==> src/rtl/evt_timer_pkg.sv <==
package evt_timer_pkg;

  localparam int ADDR_W   = 4;
  localparam int ACT_BITS = 3;

  localparam logic [ADDR_W-1:0] ADR_CTRL   = 4'h0;
  localparam logic [ADDR_W-1:0] ADR_PRE    = 4'h1;
  localparam logic [ADDR_W-1:0] ADR_FLAGS  = 4'h2;
  localparam logic [ADDR_W-1:0] ADR_COUNT  = 4'h3;
  localparam logic [ADDR_W-1:0] ADR_ACTS   = 4'h4;
  localparam logic [ADDR_W-1:0] ADR_PSCNT  = 4'h5;
  localparam logic [ADDR_W-1:0] ADR_MATCH0 = 4'h8;

  localparam int MAX_MATCH = 8;

  // per-channel match actions, bit 0 = interrupt enable
  typedef struct packed {
    logic halt;
    logic restart;
    logic irq_en;
  } act_t;

endpackage

==> src/rtl/evt_timer_rst_sync.sv <==
module evt_timer_rst_sync (
  input  logic clk_i,
  input  logic rst_ni,
  output logic rst_no
);

  logic meta_q;
  logic sync_q;

  always_ff @(posedge clk_i or negedge rst_ni) begin
    if (!rst_ni) begin
      meta_q <= 1'b0;
      sync_q <= 1'b0;
    end else begin
      meta_q <= 1'b1;
      sync_q <= meta_q;
    end
  end

  assign rst_no = sync_q;

endmodule

==> src/rtl/evt_timer_prescaler.sv <==
module evt_timer_prescaler #(
  parameter int W = 32
) (
  input  logic         clk_i,
  input  logic         rst_ni,
  input  logic         run_i,
  input  logic         clear_i,
  input  logic [W-1:0] limit_i,
  output logic         tick_o,
  output logic [W-1:0] pscnt_o
);

  logic [W-1:0] pscnt_q;
  logic [W-1:0] pscnt_d;
  logic         pscnt_en;
  logic         tick;

  // a limit lowered below the running count still ends the period at once
  always_comb begin
    tick     = run_i && !clear_i && (pscnt_q >= limit_i);
    pscnt_en = clear_i || run_i;
    pscnt_d  = pscnt_q;
    if (clear_i) begin
      pscnt_d = '0;
    end else if (tick) begin
      pscnt_d = '0;
    end else begin
      pscnt_d = pscnt_q + 1'b1;
    end
  end

  always_ff @(posedge clk_i or negedge rst_ni) begin
    if (!rst_ni) begin
      pscnt_q <= '0;
    end else if (pscnt_en) begin
      pscnt_q <= pscnt_d;
    end
  end

  assign tick_o  = tick;
  assign pscnt_o = pscnt_q;

endmodule

==> src/rtl/evt_timer_match_unit.sv <==
module evt_timer_match_unit
  import evt_timer_pkg::*;
#(
  parameter int W = 32
) (
  input  logic         clk_i,
  input  logic         rst_ni,
  input  logic         val_we_i,
  input  logic [W-1:0] val_wdata_i,
  input  logic         act_we_i,
  input  act_t         act_wdata_i,
  input  logic         flag_clr_i,
  input  logic [W-1:0] count_i,
  input  logic         tick_i,
  output logic         hit_o,
  output logic         flag_o,
  output logic [W-1:0] val_o,
  output act_t         act_o
);

  logic [W-1:0] val_q;
  act_t         act_q;
  logic         flag_q;
  logic         flag_d;
  logic         flag_en;
  logic         hit;

  always_comb begin
    hit     = tick_i && (count_i == val_q);
    flag_en = hit || flag_clr_i;
    flag_d  = flag_q;
    // a new match outranks a same-cycle clear so no event is lost
    if (hit) begin
      flag_d = 1'b1;
    end else if (flag_clr_i) begin
      flag_d = 1'b0;
    end
  end

  always_ff @(posedge clk_i or negedge rst_ni) begin
    if (!rst_ni) begin
      val_q <= '0;
    end else if (val_we_i) begin
      val_q <= val_wdata_i;
    end
  end

  always_ff @(posedge clk_i or negedge rst_ni) begin
    if (!rst_ni) begin
      act_q <= '0;
    end else if (act_we_i) begin
      act_q <= act_wdata_i;
    end
  end

  always_ff @(posedge clk_i or negedge rst_ni) begin
    if (!rst_ni) begin
      flag_q <= 1'b0;
    end else if (flag_en) begin
      flag_q <= flag_d;
    end
  end

  assign hit_o  = hit;
  assign flag_o = flag_q;
  assign val_o  = val_q;
  assign act_o  = act_q;

endmodule

==> src/rtl/evt_match_timer.sv <==
module evt_match_timer
  import evt_timer_pkg::*;
#(
  parameter int CNT_W     = 32,
  parameter int BUS_W     = 32,
  parameter int NUM_MATCH = 2
) (
  input  logic              clk_i,
  input  logic              rst_ni,
  input  logic [3:0]        bus_addr_i,
  input  logic              bus_we_i,
  input  logic [BUS_W-1:0]  bus_wdata_i,
  output logic [BUS_W-1:0]  bus_rdata_o,
  output logic              irq_o,
  output logic [CNT_W-1:0]  count_o
);

  localparam int ACT_W = ACT_BITS * NUM_MATCH;

  logic rst_sync_n;

  logic ctrl_we;
  logic pre_we;
  logic flags_we;
  logic acts_we;

  logic run_q;
  logic run_d;
  logic hold_q;
  logic hold_d;
  logic ctrl_en;

  logic [CNT_W-1:0] pre_q;
  logic [CNT_W-1:0] count_q;
  logic [CNT_W-1:0] count_d;
  logic             count_en;
  logic [CNT_W-1:0] pscnt;
  logic             tick;

  logic [NUM_MATCH-1:0] hit_vec;
  logic [NUM_MATCH-1:0] flag_vec;
  logic [NUM_MATCH-1:0] val_we;
  logic [CNT_W-1:0]     mval [NUM_MATCH];
  act_t                 acts [NUM_MATCH];
  logic [ACT_W-1:0]     act_flat;

  logic any_halt;
  logic any_restart;
  logic irq;

  evt_timer_rst_sync rst_sync_i (
    .clk_i  (clk_i),
    .rst_ni (rst_ni),
    .rst_no (rst_sync_n)
  );

  // write decode
  always_comb begin
    ctrl_we  = bus_we_i && (bus_addr_i == ADR_CTRL);
    pre_we   = bus_we_i && (bus_addr_i == ADR_PRE);
    flags_we = bus_we_i && (bus_addr_i == ADR_FLAGS);
    acts_we  = bus_we_i && (bus_addr_i == ADR_ACTS);
  end

  evt_timer_prescaler #(.W(CNT_W)) pre_i (
    .clk_i   (clk_i),
    .rst_ni  (rst_sync_n),
    .run_i   (run_q),
    .clear_i (hold_q),
    .limit_i (pre_q),
    .tick_o  (tick),
    .pscnt_o (pscnt)
  );

  for (genvar g = 0; g < NUM_MATCH; g++) begin : g_chan
    assign val_we[g] = bus_we_i && (bus_addr_i == (ADR_MATCH0 + 4'(g)));

    evt_timer_match_unit #(.W(CNT_W)) unit_i (
      .clk_i       (clk_i),
      .rst_ni      (rst_sync_n),
      .val_we_i    (val_we[g]),
      .val_wdata_i (bus_wdata_i[CNT_W-1:0]),
      .act_we_i    (acts_we),
      .act_wdata_i (act_t'(bus_wdata_i[ACT_BITS*g +: ACT_BITS])),
      .flag_clr_i  (flags_we && bus_wdata_i[g]),
      .count_i     (count_q),
      .tick_i      (tick),
      .hit_o       (hit_vec[g]),
      .flag_o      (flag_vec[g]),
      .val_o       (mval[g]),
      .act_o       (acts[g])
    );

    assign act_flat[ACT_BITS*g +: ACT_BITS] = acts[g];
  end

  // combine channel actions
  always_comb begin
    any_halt    = 1'b0;
    any_restart = 1'b0;
    irq         = 1'b0;
    for (int i = 0; i < NUM_MATCH; i++) begin
      any_halt    = any_halt    | (hit_vec[i] & acts[i].halt);
      any_restart = any_restart | (hit_vec[i] & acts[i].restart);
      irq         = irq         | (flag_vec[i] & acts[i].irq_en);
    end
  end

  // control next state: a software write outranks a halting match
  always_comb begin
    ctrl_en = ctrl_we || any_halt;
    run_d   = run_q;
    hold_d  = hold_q;
    if (ctrl_we) begin
      run_d  = bus_wdata_i[0];
      hold_d = bus_wdata_i[1];
    end else if (any_halt) begin
      run_d = 1'b0;
    end
  end

  always_ff @(posedge clk_i or negedge rst_sync_n) begin
    if (!rst_sync_n) begin
      run_q  <= 1'b0;
      hold_q <= 1'b0;
    end else if (ctrl_en) begin
      run_q  <= run_d;
      hold_q <= hold_d;
    end
  end

  always_ff @(posedge clk_i or negedge rst_sync_n) begin
    if (!rst_sync_n) begin
      pre_q <= '0;
    end else if (pre_we) begin
      pre_q <= bus_wdata_i[CNT_W-1:0];
    end
  end

  // counter next state
  always_comb begin
    count_en = hold_q || tick;
    count_d  = count_q;
    if (hold_q) begin
      count_d = '0;
    end else if (tick) begin
      if (any_restart) begin
        count_d = '0;
      end else begin
        count_d = count_q + 1'b1;
      end
    end
  end

  always_ff @(posedge clk_i or negedge rst_sync_n) begin
    if (!rst_sync_n) begin
      count_q <= '0;
    end else if (count_en) begin
      count_q <= count_d;
    end
  end

  // combinational read
  always_comb begin
    bus_rdata_o = '0;
    case (bus_addr_i)
      ADR_CTRL:  bus_rdata_o[1:0]           = {hold_q, run_q};
      ADR_PRE:   bus_rdata_o[CNT_W-1:0]     = pre_q;
      ADR_FLAGS: bus_rdata_o[NUM_MATCH-1:0] = flag_vec;
      ADR_COUNT: bus_rdata_o[CNT_W-1:0]     = count_q;
      ADR_ACTS:  bus_rdata_o[ACT_W-1:0]     = act_flat;
      ADR_PSCNT: bus_rdata_o[CNT_W-1:0]     = pscnt;
      default: begin
        for (int i = 0; i < NUM_MATCH; i++) begin
          if (bus_addr_i == (ADR_MATCH0 + 4'(i))) begin
            bus_rdata_o[CNT_W-1:0] = mval[i];
          end
        end
      end
    endcase
  end

  assign irq_o   = irq;
  assign count_o = count_q;

endmodule

==> config.mk <==
export PLATFORM = sky130hd
export DESIGN_NAME = evt_match_timer
export DESIGN_NICKNAME = d
export VERILOG_FILES = /design/src/rtl/evt_timer_pkg.sv /design/src/rtl/evt_timer_rst_sync.sv /design/src/rtl/evt_timer_prescaler.sv /design/src/rtl/evt_timer_match_unit.sv /design/src/rtl/evt_match_timer.sv
export SDC_FILE = /design/constraint.sdc
export NUM_CORES = 1
export LEC_CHECK = 0
export BUFFER_PORTS_ARGS = -buffer_cell sky130_fd_sc_hd__clkbuf_2
export CORE_MARGIN = 4
export CORE_UTILIZATION = 41
export CTS_BUF_LIST = sky130_fd_sc_hd__clkbuf_8
export DETAILED_ROUTE_END_ITERATION = 16
export MAX_ROUTING_LAYER = met4
export PLACE_DENSITY = 0.65
export RECOVER_POWER = 100
export SLEW_MARGIN = 20
export SYNTH_ARGS = -nofsm -noshare
export SYNTH_HDL_FRONTEND = slang
export SYNTH_SLANG_ARGS = --single-unit
==> constraint.sdc <==
create_clock -name clk_i -period 6.2 [get_ports clk_i]
set_input_delay 0.93 -clock clk_i [delete_from_list [all_inputs] [get_ports clk_i]]
set_output_delay 0.93 -clock clk_i [all_outputs]
set_load 0.02 [all_outputs]
==> results.md <==
- In the routed design, unresolved DRC markers number 0.
- The highest net fanout along the worst path is 33.
- The startpoint identified for the worst register-to-register timing path is pre_i.pscnt_o[25]$_DFFE_PN0P_.
- The portion of the clock cycle consumed by the worst path in the final layout is 77.51%.
- The final RePlAce weighted congestion is 0.9437.
- The setup-violating endpoint count in the final report is 0.
- Yosys printed 0 warnings.
- The final layout contains routed wiring with a total length of 31.46 mm.
- The count of final hold-check violations came to 0.
- The number of setup buffers added after CTS is 0.
- The first detailed-routing pass ran for 9 iterations.
- The quantity of I/O buffers inserted on ports is 103.
- The number of nets in the layout is 1131.
- The count of state elements after synthesis is 172.
- The startpoint kind of the worst setup timing path is a primary input.
- The number of antenna diodes in the final layout is 0.
- The later pin in the worst-skew pair is clocked with a latency of 0.48 ns.
- The tree is rooted in a clkbuf_8.
- The critical path capture point type is a flip-flop.
- Across all register-to-register paths, the minimum setup slack is 2.13 ns.
- The overall die width is 166.1 um.
- The post-route minimum period is 4.806 ns.
- Derived from the worst setup path, the maximum achievable clock frequency is 0.2081 GHz.
- The all-layer global routing usage is 23.15%.
- The count of antenna-violating nets left after detailed routing is 0.
- The number of instances resized during post-cts repair is 0.
- The synthesized design contains 0 enable-type register cells.
- The clock net sink count is 172.
- Between clock sinks in the finished design, the worst skew comes to 0.01666 ns.
- The netlist uses 63 different library cells.
- The max-cap check violation count is 6.
- The critical setup path kind is primary input to flip-flop.
- Once detailed placement completed, the half-perimeter wirelength came to 22.36 mm.
- The worst max-slew margin expressed relative to the limit is -72.57%.
- The post-synthesis net count is 1069.
- The floorplan core area is 24460 um2.
- The final reports fail on max-capacitance violations, max-slew violations.
- The initial detailed-routing violation count is 985.
- The average cell area after synthesis is 10.28 um2.
- The number of global-route vias before repair is 8194.
- The starting density of the core is 41.87%.
- The post-route netlist has 18.21% of its cells at a drive strength greater than 1.
- The number of cells on the worst reg-to-reg path is 8.
- For the pin with the worst max-slew slack, the measured transition is 2.588 ns.
- The total negative slack is 0 ns.
- The vertical die dimension is 166.1 um.
- The average wire length per cell after detail routing is 22.55 um.
- CTS built an H-tree with a depth of 4.
- The endpoint required time on the critical path is 6.56 ns.
- The number of buffers created by CTS is 17.
- The via count is 8494.
- Clock-pin slew was measured on the worst setup and hold paths at 0.10 ns.
- Among all flip-flop cells after synthesis, the most frequent one is dfrtp_1.
- The flow ran to the end, but the final reports show violations.
- The initial antenna violation count is 0.
- The worst slack on hold paths is 0.2164 ns.
- 104 I/O pins were placed.
- The sequential cell area fraction in the yosys report is 42.02%.
- The post-cts hold buffer count is 0.
- The final count of pins violating max slew is 209.
- TritonCTS built the clock tree.
- In this run the power density over the cells is 259.1 nW/um2.
- The post-synthesis async set-or-reset flop share is 100.0%.
- The class of the tightest hold or removal check is primary input to async pin.
- For this design the static power due to leakage is 5.002 nW.
- For this run the aggregate overflow at the end of global routing stands at 0.
- The worst supply voltage drop on vdd is 143.7 uV.
- The full die area is 27570 um2.
- The global-route wire length before repair is 49.05 mm.
- The maximum buffer depth of the clock tree is 2.
- The gate count of the mapped netlist is 996.
- The worst reg2reg path endpoint is count_o[18]$_DFFE_PN0P_.
- The number of core rows is 57.
- Entering global routing, the biggest net connects 64 pins.
- Setup repair after global routing left no endpoint under its margin.
- Relative to the synthesized area, the layout overhead comes to 9.004%.
- For the worst setup path, the data arrival time is 5.17 ns.
- The via-per-instance ratio is 6.089.
- The total power is 2.892 mW.
- The post-synth design cell area is 10240 um2.
-- final cells by class --
cell class | count | area, um2
Clock inverter | 12 | 137.6
Multi-Input combinational cell | 710 | 5378
Inverter | 41 | 153.9
Sequential cell | 172 | 4304
Tap cell | 324 | 405.4
Clock buffer | 20 | 275.3
Fill cell | 2359 | 13300
Timing Repair Buffer | 116 | 510.5
-- Yosys cell counts, types with 3 or more instances --
master	instances	area [um2]
nor3_1	13	65.06
a32o_1	25	250.2
o21a_1	3	22.52
nand2_1	72	270.3
a22oi_1	35	262.8
ha_1	34	425.4
a211o_1	3	26.28
nor2_1	61	229.0
o32ai_1	4	35.03
nand4_1	19	118.9
nor3_2	3	30.03
xor2_1	82	718.2
and4_1	8	70.07
o21ai_1	4	20.02
a221oi_1	5	43.79
buf_1	10	37.54
nor4_1	27	168.9
buf_6	7	78.83
clkbuf_1	25	93.84
a22o_1	5	43.79
buf_2	23	115.1
o21ai_0	28	140.1
dfrtp_1	172	4304
and3_1	17	106.4
mux2_2	101	1137
xnor2_1	12	105.1
nand2b_1	4	25.02
or3_1	4	25.02
nor3b_1	7	52.55
a21boi_0	5	37.54
a222oi_1	26	260.3
buf_4	7	52.55
nor2b_1	15	93.84
a21oi_1	21	105.1
inv_1	41	153.9
nand3_1	36	180.2
-- where the power goes --
group | leakage (nW) | internal, mW | switching [mW]
clock | 0.199 | 0.393 | 0.445
sequential | 2.22 | 1.29 | 0.195
combinational | 2.58 | 0.254 | 0.320
-- flip-flops by register name, indices dropped and copies added (netlist names) --
| register | flops |
|---|---|
| run_q | 1 |
| g_chan.unit_i.flag_o | 2 |
| rst_sync_i.rst_no | 1 |
| pre_q | 32 |
| hold_q | 1 |
| count_o | 32 |
| g_chan.unit_i.act_o | 6 |
| rst_sync_i.meta_q | 1 |
| g_chan.unit_i.val_o | 64 |
| pre_i.pscnt_o | 32 |
-- stage by stage --
| stage | util (%) | setup slack, ns | area [um2] | cells |
|---|---|---|---|---|
| floorplan | - | 1.052 | 10240 | 996 |
| global route | 45.64 | 1.274 | 11160 | 1395 |
| finish | 45.64 | 1.394 | 11160 | 1395 |
| detailed placement | 44.58 | 2.698 | 10900 | 1363 |
| global placement | 44.58 | 2.730 | 10900 | 1363 |
| CTS | 46.26 | 2.678 | 11320 | 1395 |
-- logic make-up after synthesis --
kind of cell / Yosys count / synth area share [%]
simple gates: 301 / 15.54
mux: 103 / 11.31
flops: 172 / 42.02
other cells: 1 / 0.03661
xor+xnor: 94 / 8.038
compound gates: 177 / 13.66
fa+ha+maj: 34 / 4.153
buf+inv: 114 / 5.241
-- worst max-delay path by stage --
stage	endpoint	from	slack, ns
2_1_floorplan	count_o[0]$_DFFE_PN0P_	rst_sync_i.rst_no$_DFF_PN0_	1.05
3_3_place_gp	bus_rdata_o[29]	bus_addr_i[2]	2.73
3_5_place_dp	bus_rdata_o[1]	bus_addr_i[1]	2.70
4_1_cts	bus_rdata_o[1]	bus_addr_i[1]	2.68
5_1_grt	bus_rdata_o[12]	bus_addr_i[0]	1.27
6_report	g_chan[0].unit_i.val_o[4]$_DFFE_PN0P_	bus_addr_i[2]	1.39
-- metal layers --
layer | global-route usage (%) | wire (um) | up-vias
met2 | 34.23 | 14140 | 419
met4 | 6.994 | 783 | 0
li1 | - | - | 3770
met5 | - | 0 | -
met3 | 4.523 | 2749 | 46
met1 | 32.39 | 13790 | 4259
-- critical path: stages --
cell	delay [ns]
clkbuf_1	0.26
nand2b_1	0.28
nor3_2	0.11
clkbuf_1	1.41
nand2_1	0.86
clkbuf_1	0.77
mux2_2	0.51
-- cells in the final DEF, fill, tap and decap left out, types with 6 or more instances in the layout --
cell type,count
a21oi_1,21
a222oi_1,26
a22oi_1,35
a32o_1,25
and3_1,17
and4_1,8
buf_4,7
clkbuf_1,70
clkbuf_2,39
clkbuf_8,20
dfrtp_1,172
ha_1,34
inv_1,42
mux2_2,101
nand2_1,72
nand3_1,36
nand4_1,19
nor2_1,60
nor2b_1,15
nor3_1,13
nor3b_1,6
nor4_1,27
o21ai_0,31
xnor2_1,12
xor2_1,82
Power figures use the tool's default switching activity.
